File: src/rtl/memtype_pkg.sv
package memtype_pkg;
  localparam logic [2:0] MT_UC = 3'd0;
  localparam logic [2:0] MT_WC = 3'd1;
  localparam logic [2:0] MT_WT = 3'd4;
  localparam logic [2:0] MT_WP = 3'd5;
  localparam logic [2:0] MT_WB = 3'd6;

  // Fixed-range tiers inside the lowest megabyte
  localparam int N_SLOT64 = 8;
  localparam int N_SLOT16 = 16;
  localparam int N_SLOT4  = 64;
  localparam int N_FIX    = N_SLOT64 + N_SLOT16 + N_SLOT4;

  function automatic logic [2:0] mt_rank(input logic [2:0] t);
    case (t)
      MT_UC:   return 3'd0;
      MT_WC:   return 3'd1;
      MT_WP:   return 3'd2;
      MT_WT:   return 3'd3;
      MT_WB:   return 3'd4;
      default: return 3'd0;
    endcase
  endfunction

  function automatic logic [2:0] mt_stricter(input logic [2:0] a, input logic [2:0] b);
    return (mt_rank(a) <= mt_rank(b)) ? a : b;
  endfunction

  function automatic logic mt_code_ok(input logic [2:0] t);
    return (t == MT_UC) || (t == MT_WC) || (t == MT_WT) || (t == MT_WP) || (t == MT_WB);
  endfunction

  function automatic logic mt_field_ok(input logic [7:0] f, input logic ext_ok);
    return mt_code_ok(f[2:0]) && (f[7:5] == 3'b000) && (ext_ok || (f[4:3] == 2'b00));
  endfunction
endpackage

File: src/rtl/memtype_cfg_regs.sv
module memtype_cfg_regs
  import memtype_pkg::*;
#(
  parameter int PA_W     = 40,
  parameter int N_VAR    = 8,
  parameter int VAR_ADDR = 'h60
) (
  input  logic                            clk,
  input  logic                            rst_n,
  input  logic                            cfg_we,
  input  logic [7:0]                      cfg_addr,
  input  logic [63:0]                     cfg_wdata,
  output logic [63:0]                     cfg_rdata,
  output logic                            cfg_err,
  output logic [N_FIX-1:0][7:0]           fix_q,
  output logic [N_VAR-1:0][PA_W-13:0]     var_base,
  output logic [N_VAR-1:0][PA_W-13:0]     var_mask,
  output logic [N_VAR-1:0][2:0]           var_type,
  output logic [N_VAR-1:0]                var_vld,
  output logic [2:0]                      dflt_type,
  output logic                            glb_en,
  output logic                            ext_en
);
  localparam int PG_W = PA_W - 12;
  localparam int VS_W = (N_VAR > 1) ? $clog2(N_VAR) : 1;
  localparam logic [7:0] FIX_END  = 8'(N_FIX);
  localparam logic [7:0] VAR_LO   = 8'(VAR_ADDR);
  localparam logic [7:0] VAR_END  = 8'(VAR_ADDR + 2 * N_VAR);
  localparam logic [7:0] CTRL_ADR = VAR_END;

  logic            hit_fix, hit_var, hit_ctrl, var_hi;
  logic [7:0]      var_off;
  logic [VS_W-1:0] var_sel;
  logic [6:0]      fix_idx;
  logic [7:0]      wd8;
  logic            fix_ok, std_ok;
  logic            unused_bits;

  assign hit_fix  = cfg_addr < FIX_END;
  assign hit_var  = (cfg_addr >= VAR_LO) && (cfg_addr < VAR_END);
  assign hit_ctrl = cfg_addr == CTRL_ADR;
  assign var_off  = cfg_addr - VAR_LO;
  assign var_sel  = var_off[VS_W:1];
  assign var_hi   = var_off[0];
  assign fix_idx  = cfg_addr[6:0];
  assign wd8      = cfg_wdata[7:0];
  assign fix_ok   = mt_field_ok(wd8, ext_en);
  assign std_ok   = mt_field_ok(wd8, 1'b0);
  assign unused_bits = ^{cfg_wdata[63:PA_W], cfg_wdata[10]};

  always_ff @(posedge clk or negedge rst_n) begin
    if (!rst_n) begin
      fix_q     <= '0;
      var_base  <= '0;
      var_mask  <= '0;
      var_type  <= '0;
      var_vld   <= '0;
      dflt_type <= MT_UC;
      glb_en    <= 1'b0;
      ext_en    <= 1'b0;
      cfg_err   <= 1'b0;
    end else begin
      cfg_err <= 1'b0;
      if (cfg_we) begin
        if (hit_fix) begin
          if (fix_ok) fix_q[fix_idx] <= wd8;
          else        cfg_err        <= 1'b1;
        end else if (hit_var) begin
          if (var_hi) begin
            var_mask[var_sel] <= cfg_wdata[PA_W-1:12];
            var_vld[var_sel]  <= cfg_wdata[11];
          end else if (std_ok) begin
            var_base[var_sel] <= cfg_wdata[PA_W-1:12];
            var_type[var_sel] <= wd8[2:0];
          end else begin
            cfg_err <= 1'b1;
          end
        end else if (hit_ctrl) begin
          if (std_ok) begin
            dflt_type <= wd8[2:0];
            glb_en    <= cfg_wdata[8];
            ext_en    <= cfg_wdata[9];
          end else begin
            cfg_err <= 1'b1;
          end
        end
      end
    end
  end

  always_comb begin
    cfg_rdata = '0;
    if (hit_fix) begin
      cfg_rdata[7:0] = fix_q[fix_idx];
    end else if (hit_var) begin
      if (var_hi) begin
        cfg_rdata[PA_W-1:12] = var_mask[var_sel];
        cfg_rdata[11]        = var_vld[var_sel];
      end else begin
        cfg_rdata[PA_W-1:12] = var_base[var_sel];
        cfg_rdata[2:0]       = var_type[var_sel];
      end
    end else if (hit_ctrl) begin
      cfg_rdata[2:0] = dflt_type;
      cfg_rdata[8]   = glb_en;
      cfg_rdata[9]   = ext_en;
    end
  end

  // an error pulse only follows a write
  a_r9_err_after_write: assert property (@(posedge clk) disable iff (!rst_n)
    cfg_err |-> $past(cfg_we));
  // a rejected fixed-slot write leaves the slots untouched
  a_r9_fix_kept: assert property (@(posedge clk) disable iff (!rst_n)
    (cfg_we && hit_fix && !fix_ok) |=> $stable(fix_q));
  // extended flags in a variable-range type field are refused
  a_r10_var_std: assert property (@(posedge clk) disable iff (!rst_n)
    (cfg_we && hit_var && !var_hi && (cfg_wdata[4:3] != 2'b00)) |=> cfg_err);
  // stored default type is always a legal code
  a_r1_dflt_legal: assert property (@(posedge clk) disable iff (!rst_n)
    mt_code_ok(dflt_type));
endmodule

File: src/rtl/memtype_fixed_lookup.sv
module memtype_fixed_lookup
  import memtype_pkg::*;
#(
  parameter int PA_W = 40
) (
  input  logic [PA_W-13:0]      pg_addr,
  input  logic [N_FIX-1:0][7:0] fix_q,
  output logic                  fix_hit,
  output logic [2:0]            fix_type
);
  localparam int PG_W = PA_W - 12;
  localparam logic [6:0] BASE16 = 7'(N_SLOT64);
  localparam logic [6:0] BASE4  = 7'(N_SLOT64 + N_SLOT16);

  logic [6:0] slot;

  always_comb begin
    fix_hit = (pg_addr[PG_W-1:8] == '0);
    if (!pg_addr[7])      slot = {4'b0, pg_addr[6:4]};
    else if (!pg_addr[6]) slot = BASE16 + {3'b0, pg_addr[5:2]};
    else                  slot = BASE4 + {1'b0, pg_addr[5:0]};
    fix_type = fix_q[slot][2:0];
  end
endmodule

File: src/rtl/memtype_var_match.sv
module memtype_var_match
  import memtype_pkg::*;
#(
  parameter int PA_W  = 40,
  parameter int N_VAR = 8
) (
  input  logic [PA_W-13:0]              pg_addr,
  input  logic [N_VAR-1:0][PA_W-13:0]   var_base,
  input  logic [N_VAR-1:0][PA_W-13:0]   var_mask,
  input  logic [N_VAR-1:0][2:0]         var_type,
  input  logic [N_VAR-1:0]              var_vld,
  output logic                          var_hit,
  output logic [2:0]                    var_res
);
  logic [N_VAR-1:0] hit;

  for (genvar i = 0; i < N_VAR; i++) begin : g_ent
    assign hit[i] = var_vld[i] &&
                    ((pg_addr & var_mask[i]) == (var_base[i] & var_mask[i]));
  end

  always_comb begin
    var_res = MT_WB;
    for (int i = 0; i < N_VAR; i++) begin
      if (hit[i]) var_res = mt_stricter(var_res, var_type[i]);
    end
    var_hit = |hit;
  end
endmodule

File: src/rtl/memtype_resolver.sv
module memtype_resolver
  import memtype_pkg::*;
#(
  parameter int PA_W     = 40,
  parameter int N_VAR    = 8,
  parameter int VAR_ADDR = 'h60
) (
  input  logic            clk,
  input  logic            rst_n,
  input  logic            cfg_we,
  input  logic [7:0]      cfg_addr,
  input  logic [63:0]     cfg_wdata,
  output logic [63:0]     cfg_rdata,
  output logic            cfg_err,
  input  logic            req_valid,
  output logic            req_ready,
  input  logic [PA_W-1:0] req_addr,
  input  logic            req_pcd,
  input  logic            req_pwt,
  output logic            res_valid,
  input  logic            res_ready,
  output logic [2:0]      res_type
);
  localparam int PG_W = PA_W - 12;

  logic [N_FIX-1:0][7:0]       fix_q;
  logic [N_VAR-1:0][PG_W-1:0]  var_base, var_mask;
  logic [N_VAR-1:0][2:0]       var_type;
  logic [N_VAR-1:0]            var_vld;
  logic [2:0]                  dflt_type;
  logic                        glb_en, ext_en;
  logic [PG_W-1:0]             pg_addr;
  logic                        fix_hit, var_hit;
  logic [2:0]                  fix_type, var_res, range_t, eff_t;
  logic                        fire;
  logic                        unused_lo;

  assign pg_addr   = req_addr[PA_W-1:12];
  assign unused_lo = ^req_addr[11:0];

  memtype_cfg_regs #(.PA_W(PA_W), .N_VAR(N_VAR), .VAR_ADDR(VAR_ADDR)) u_regs (
    .clk(clk), .rst_n(rst_n), .cfg_we(cfg_we), .cfg_addr(cfg_addr),
    .cfg_wdata(cfg_wdata), .cfg_rdata(cfg_rdata), .cfg_err(cfg_err),
    .fix_q(fix_q), .var_base(var_base), .var_mask(var_mask),
    .var_type(var_type), .var_vld(var_vld), .dflt_type(dflt_type),
    .glb_en(glb_en), .ext_en(ext_en)
  );

  memtype_fixed_lookup #(.PA_W(PA_W)) u_fix (
    .pg_addr(pg_addr), .fix_q(fix_q), .fix_hit(fix_hit), .fix_type(fix_type)
  );

  memtype_var_match #(.PA_W(PA_W), .N_VAR(N_VAR)) u_var (
    .pg_addr(pg_addr), .var_base(var_base), .var_mask(var_mask),
    .var_type(var_type), .var_vld(var_vld), .var_hit(var_hit), .var_res(var_res)
  );

  // Range merge, then page-level overrides
  always_comb begin
    if (!glb_en)                range_t = MT_UC;
    else if (fix_hit && var_hit) range_t = mt_stricter(fix_type, var_res);
    else if (fix_hit)           range_t = fix_type;
    else if (var_hit)           range_t = var_res;
    else                        range_t = dflt_type;

    if (req_pcd)                         eff_t = MT_UC;
    else if (req_pwt && range_t == MT_WB) eff_t = MT_WT;
    else                                 eff_t = range_t;
  end

  assign req_ready = !res_valid || res_ready;
  assign fire      = req_valid && req_ready;

  always_ff @(posedge clk or negedge rst_n) begin
    if (!rst_n) begin
      res_valid <= 1'b0;
      res_type  <= MT_UC;
    end else if (fire) begin
      res_valid <= 1'b1;
      res_type  <= eff_t;
    end else if (res_ready) begin
      res_valid <= 1'b0;
    end
  end

  a_r1_legal_code: assert property (@(posedge clk) disable iff (!rst_n)
    res_valid |-> mt_code_ok(res_type));
  a_r2_disabled_uc: assert property (@(posedge clk) disable iff (!rst_n)
    (fire && !glb_en) |=> (res_type == MT_UC));
  a_r7_pcd_uc: assert property (@(posedge clk) disable iff (!rst_n)
    (fire && req_pcd) |=> (res_type == MT_UC));
  a_r8_pwt_no_wb: assert property (@(posedge clk) disable iff (!rst_n)
    (fire && req_pwt) |=> (res_type != MT_WB));
  a_r11_latency: assert property (@(posedge clk) disable iff (!rst_n)
    fire |=> res_valid);
  a_r11_hold: assert property (@(posedge clk) disable iff (!rst_n)
    (res_valid && !res_ready) |=> (res_valid && $stable(res_type)));
endmodule

File: config.mk
export PLATFORM = sky130hd
export DESIGN_NAME = memtype_resolver
export DESIGN_NICKNAME = d
export VERILOG_FILES = /design/src/rtl/memtype_pkg.sv /design/src/rtl/memtype_cfg_regs.sv /design/src/rtl/memtype_fixed_lookup.sv /design/src/rtl/memtype_var_match.sv /design/src/rtl/memtype_resolver.sv
export SDC_FILE = /design/constraint.sdc
export NUM_CORES = 2
export LEC_CHECK = 0
export CORE_MARGIN = 3
export CORE_UTILIZATION = 60
export DETAILED_ROUTE_END_ITERATION = 8
export PLACE_DENSITY_LB_ADDON = 0.12
export SETUP_SLACK_MARGIN = 0.1
export SYNTH_ARGS = -nofsm -noshare
export SYNTH_HDL_FRONTEND = slang
export SYNTH_SLANG_ARGS = --single-unit
File: constraint.sdc
create_clock -name clk -period 33.2 [get_ports clk]
set_clock_uncertainty 0.1 [all_clocks]
set_input_delay 6.64 -clock clk [delete_from_list [all_inputs] [get_ports clk]]
set_output_delay 6.64 -clock clk [all_outputs]
set_load 0.1 [all_outputs]
==> Yosys cells after proc, flatten, opt, wreduce, memory -nomap -nowiden <==
Index checks and enable logic that the tools add are counted.
{ "word_totals": {"reg_bits": 1194, "output_inout_bits": 70} }
{ "op_classes": {"addsub": 3, "order_cmp": 17, "n_eq_ne": 82, "muxes": 108, "bitwise": 19, "n_reduce_logical": 34} }
{ "op_table": {"columns": ["op", "count"], "rows": [
  ["bitwise mux 704 bit", 1],
  ["bitwise AND 28 bit", 16],
  ["bitwise mux 224 bit", 2],
  ["equality test 28 bit", 8],
  ["case mux 3 bit (4 select lines)", 17],
  ["binary-select mux 28 bit (select 3 bit)", 2],
  ["equality test 3 bit (second input constant)", 55],
  ["2-to-1 mux 3 bit", 50],
  ["binary-select mux 8 bit (select 7 bit)", 2],
  ["2-to-1 mux 28 bit", 4],
  ["demux 28 bit (select 3 bit)", 1],
  ["2-to-1 mux 29 bit", 2],
  ["demux 8 bit (select 7 bit)", 1],
  ["equality test 3 x 1 -> 1 bit (second input constant)", 18],
  ["less-or-equal comparator 3 bit", 9],
  ["bitwise mux 24 bit", 1],
  ["logical NOT 20 bit", 1],
  ["logical AND 1 bit", 17],
  ["less-than comparator 7 x 8 -> 1 bit (second input constant)", 2],
  ["less-than comparator 8 x 7 -> 1 bit (second input constant)", 2],
  ["2-to-1 mux 8 bit", 2],
  ["2-to-1 mux 7 bit", 2],
  ["2-to-1 mux 1 bit", 12],
  ["AND reduction 5 bit", 2],
  ["other kinds (24)", 34]
]} }

==> Logic depth before layout (Yosys ltp) <==
{ "logic_depth": {"word_depth": 61, "mapped_depth": 83} }

==> Modules after synthesis <==
A second synthesis with hierarchy kept.
{ "unflattened": {"hier_cells": 5025, "area_unflattened_um2": 63602.2} }
{ "modules_own_cells": {"columns": ["module", "n_inst", "cells_per_inst", "area_each_um2", "seq_area_each_um2"], "rows": [
  ["memtype_cfg_regs", 1, 3676, 53950.5, 29778.6],
  ["memtype_var_match", 1, 580, 4643.2, 0.0],
  ["memtype_fixed_lookup", 1, 717, 4524.3, 0.0],
  ["memtype_resolver", 1, 52, 484.2, 100.1]
]} }

==> Worst setup path before layout <==
Ideal clock, no wire load.
{ "synth_path": {"path_type": "input port to flip-flop", "startpoint": "input req_addr[35]", "endpoint": "register res_type[1]", "setup_time_ns": 0.086, "t_arrival_ns": 19.311, "path_slack_ns": 13.703, "cell_stages": 71, "n_path_buf": 1, "path_cell_list": "buf_4 -> xor2_1 -> a222oi_1 -> nand3_1 -> nor4_2 -> nand2b_1 -> nor2_1 -> ha_1 -> nor2b_1 -> o311ai_1 -> mux2i_1 -> inv_1 -> nor2_1 -> ha_1 -> nor2b_1 -> o21a_1 -> o21ai_0 -> nand2b_1 -> [... 35 more ...] -> nand2_1 -> ha_1 -> inv_1 -> a21o_1 -> a21oi_1 -> a31oi_1 -> nand2_1 -> mux2_2 -> nand2_1 -> ha_1 -> nor2b_1 -> o21a_1 -> o21ai_0 -> a31oi_1 -> nor3_1 -> inv_1 -> a311o_1 -> a32oi_1"} }
{ "synth_between": {"elab_chain_cells": 58, "word_cells_on_any_way": 108, "cone_classes": "order compare (8); eq/ne (41); mux (39); bitwise (8); reduce/logical (12)"} }
{ "synth_lines": {"columns": ["element", "line_no", "rtl"], "rows": [
  ["start: declaration", "memtype_resolver.sv:17", "input logic [PA_W-1:0] req_addr,"],
  ["bitwise AND 28 bit", "memtype_var_match.sv:19", "((pg_addr & var_mask[i]) == (var_base[i] & var_mask[i]));"],
  ["equality test 28 bit", "memtype_var_match.sv:19", null],
  ["logical AND 1 bit", "memtype_var_match.sv:18", "assign hit[i] = var_vld[i] &&"],
  ["2-to-1 mux 3 bit", "memtype_var_match.sv:25", "if (hit[i]) var_res = mt_stricter(var_res, var_type[i]);"],
  ["equality test 3 bit or equality test 3 x 1 -> 1 bit (tied branches)", "memtype_pkg.sv:15", "case (t)"],
  ["case mux 3 bit (4 select lines)", "memtype_pkg.sv:15", null],
  ["2-to-1 mux 3 bit", "memtype_var_match.sv:25", null],
  ["less-or-equal comparator 3 bit", "memtype_pkg.sv:26", "return (mt_rank(a) <= mt_rank(b)) ? a : b;"],
  ["[... 42 more ...]", null, null],
  ["less-or-equal comparator 3 bit", "memtype_pkg.sv:26", null],
  ["2-to-1 mux 3 bit", "memtype_pkg.sv:26", null],
  ["2-to-1 mux 3 bit (*)", "memtype_resolver.sv:61", "else if (fix_hit && var_hit) range_t = mt_stricter(fix_type, var_res);"],
  ["2-to-1 mux 3 bit (*)", "memtype_resolver.sv:60", "if (!glb_en) range_t = MT_UC;"],
  ["equality test 3 bit", "memtype_resolver.sv:67", "else if (req_pwt && range_t == MT_WB) eff_t = MT_WT;"],
  ["logical AND 1 bit", "memtype_resolver.sv:67", null],
  ["2-to-1 mux 3 bit (*)", "memtype_resolver.sv:67", null],
  ["2-to-1 mux 3 bit (*)", "memtype_resolver.sv:66", "if (req_pcd) eff_t = MT_UC;"],
  ["end signal: assignment", "memtype_resolver.sv:80", "res_type <= eff_t;"],
  ["end: declaration", "memtype_resolver.sv:22", "output logic [2:0] res_type"]
]} }
Mark *: on every way between the ends. The rest lies on a longest branch, timed or not. The select of a mux whose other input is x is not followed.
A chain may end at the register's enable or synchronous reset.

==> Worst setup path in the final report <==
{ "layout_path": {"startpoint": "input req_addr[13]", "endpoint": "register res_type[1]"} }
Same word-level chain as after synthesis.

==> impl_metrics.py <==
metrics = {
    "outcome": {
        "outcome": "finished, final reports clean",
    },
    "clock_network": {
        "cts_hold_buf": 0,
        "clock_latency_ns": 0.77,
        "cts-root-buf": "clkbuf_16",
        "clock_path_buffers": 3,
        "cts_buffers": 131,
        "postCtsSetupBuffers": 0,
        "cts.sinks": 1194,
        "cts_tree": "yes",
        "h-tree-depth": 4,
        "clkTransAtPathRegs_ns": 0.05,
        "cts_resized": 0,
    },
    "finish": {
        "final_cell_mix": "dfrtp_1, mux2_2, nand2_1",
        "final_nets": 4922,
        "fin_util": 0.677,
        "mostFrequentLayoutCell": "dfrtp_1",
        "area_delta_synth_final_pct": 11.4,
        "drive_gt1_frac": 0.310,
        "final_cell_count_no_fill": 6171,
        "fill_cells": 7319,
    },
    "critical_path": {
        "crit_top_cell": "nand2_1",
        "startpoint_type": "input pin",
        "worst_path_max_delay_cell": "nor4_2",
        "crit_required_ns": 33.76,
        "critPathArrivalTime_ns": 23.30,
        "crit_path_end_kind": "flop",
        "worstPathMaxFanout": 9,
        "worst-setup-path-type": "input pin to flop",
        "worst_path_largest_cell_delay_ns": 0.81,
    },
    "drt": {
        "via_count": 42700,
        "viasPerCell": 6.92,
        "routed_wl_um": 201000,
        "ant_nets": 0,
        "drc": 0,
        "drt-pass1-iter-count": 7,
        "routedWlPerCell_um": 32.5,
        "drt_iter0_drc": 4913,
    },
    "global_routing": {
        "antenna_found_initial": 9,
        "track_usage": 0.389,
        "grt_pass1_vias": 42500,
        "grt_pass1_wl_um": 293000,
        "grt.overflow.total": 0,
        "grt_max_degree": 171,
    },
    "floorplan": {
        "start_util": 0.608,
        "die_x_um": 322,
        "rows": 115,
        "die_area_um2": 104000,
        "core_area_um2": 98700,
        "die_h_um": 322,
        "pin_count": 189,
    },
    "logic_synthesis": {
        "synth.area.top_cells": "dfrtp_1, mux2_2, mux4_2, xor2_1, and2_1",
        "synth_seq_area_share": 0.498,
        "async_flop_share": 1.00,
        "syn_area_um2": 60000,
        "synth-edff-count": 0,
        "synthFlopType": "dfrtp_1",
        "ys_types": 83,
        "postSynthCellCount": 4767,
        "syn_avg_cell_area_um2": 12.6,
        "synthDominantCellAreaShare": 0.498,
        "ys_ff_latch": 1194,
        "synth_top_cell_by_area": "dfrtp_1",
        "yosys_warnings": 0,
    },
    "sta": {
        "tightest_slew_ns": 1.32,
        "post-route-min-period_ns": 22.74,
        "fin_crit_sh": 0.685,
        "relSlewSlack": 0.115,
        "rsz0062_at_grt": "no",
        "final.setup.tns_ns": 0,
        "hold_viol": 0,
        "setup_viol_count_final": 0,
        "final_max_slew_viol_count": 0,
        "max_freq_ghz": 0.0440,
    },
    "hold_path": {
        "hold_class": "flop to flop",
    },
    "pwr": {
        "p_leak_uw": 0.0320,
        "max-vdd-ir-drop_mv": 0.0514,
        "powerDensity_nw_per_um2": 49.4,
    },
    "placed_design": {
        "port_buffers": 126,
        "globalplace.congestion": 1.03,
        "dp_hpwl_um": 131000,
        "dp_cells": 5931,
    },
    "run": {
        "max_cap_viol_count": 0,
    },
}
[Yosys cell counts, drive strengths merged (23+ instances only)]
master / number
nand4: 73
ha: 25
dfrtp: 1194
a31oi: 33
xor2: 227
clkbuf: 209
a22oi: 242
nand2: 336
nand2b: 23
o211ai: 31
nand3: 47
nor3: 23
buf: 163
nor2: 119
o22ai: 23
a22o: 50
mux2i: 82
a221oi: 90
mux2: 965
o21ai: 57
a21oi: 83
and2: 307
mux4: 176
[layer usage]
layer	track usage	share of wire
met1	0.499	0.38
met2	0.594	0.45
met3	0.0834	0.085
met4	0.274	0.083
met5	0	0.00020
[worst max-delay path, delay by kind of cell]
kind | cells | cell delay [ns]
AO/OA/AOI/OAI | 29 | 6.40
multiplexers | 2 | 0.96
adder cells (fa/ha/maj) | 8 | 1.73
buffers and inverters | 8 | 1.36
XOR/XNOR | 6 | 1.06
AND/OR/NAND/NOR | 25 | 5.09
[flip-flops by register name, indices dropped and copies added, names as in the netlist]
register and flops:
res_valid 1, u_regs.var_type 24, u_regs.glb_en 1, u_regs.var_vld 8
u_regs.fix_q 704, u_regs.ext_en 1, u_regs.cfg_err 1, u_regs.var_base 224
res_type 3, u_regs.var_mask 224, u_regs.dflt_type 3
[where the power goes]
| group | internal [uW] | switching, uW | total (uW) |
|---|---|---|---|
| sequential | 1470 | 20.4 | 1490 |
| clock | 899 | 609 | 1510 |
| combinational | 87.4 | 216 | 304 |
[cell families after synthesis]
logic type,after synthesis,share of synthesized area
multiplexers,1223,0.261
flip-flops,1194,0.498
AND/OR/NAND/NOR,992,0.0854
AO/OA/AOI/OAI,701,0.0866
buffers and inverters,391,0.0283
XOR/XNOR,240,0.0351
adder cells (fa/ha/maj),25,0.00522
other,1,0.0000625
[metrics by stage]
stage | cell area (um^2) | hold WS (ns) | power [uW] | worst slack, ns
global placement | 62300 | 0.364 | 1810 | 10.35
CTS | 66800 | 0.383 | 3310 | 10.77
global route | 66800 | 0.393 | 3390 | 9.27
floorplan | 60100 | 0.347 | 1680 | 13.70
detailed placement | 62300 | 0.366 | 1810 | 10.07
finish | 66800 | 0.383 | 3300 | 10.46
[layout make-up]
type / instances / area [um^2] / share of cell area
diodes: 6 / 15.0 / 0.000225
clock buffers: 205 / 4110 / 0.0616
clock inverters: 28 / 370 / 0.00554
inverters: 19 / 72.6 / 0.00109
multi-input cells: 3206 / 28700 / 0.430
flip-flops and latches: 1194 / 29900 / 0.447
well taps: 1287 / 1610 / 0.0241
repair buffers: 226 / 2030 / 0.0304
[worst paths after layout]
| path | slack [ns] | depth (start not counted) | start | to |
|---|---|---|---|---|
| worst max-delay path | 10.46 | 78 | req_addr[13] | res_type[1] |
| worst min-delay path | 0.38 | 1 | u_regs.fix_q[253] | u_regs.fix_q[253] |
| worst max register to register | 16.84 | 77 | u_regs.var_base[1] | res_type[1] |
| worst min register to register | 0.38 | 1 | u_regs.fix_q[253] | u_regs.fix_q[253] |
| max in group asynchronous | 23.16 | 5 | rst_n | u_regs.fix_q[231] |
| min in group asynchronous | 5.79 | 1 | rst_n | u_regs.var_mask[93] |
Note: power is estimated with default switching activity, not from simulation.
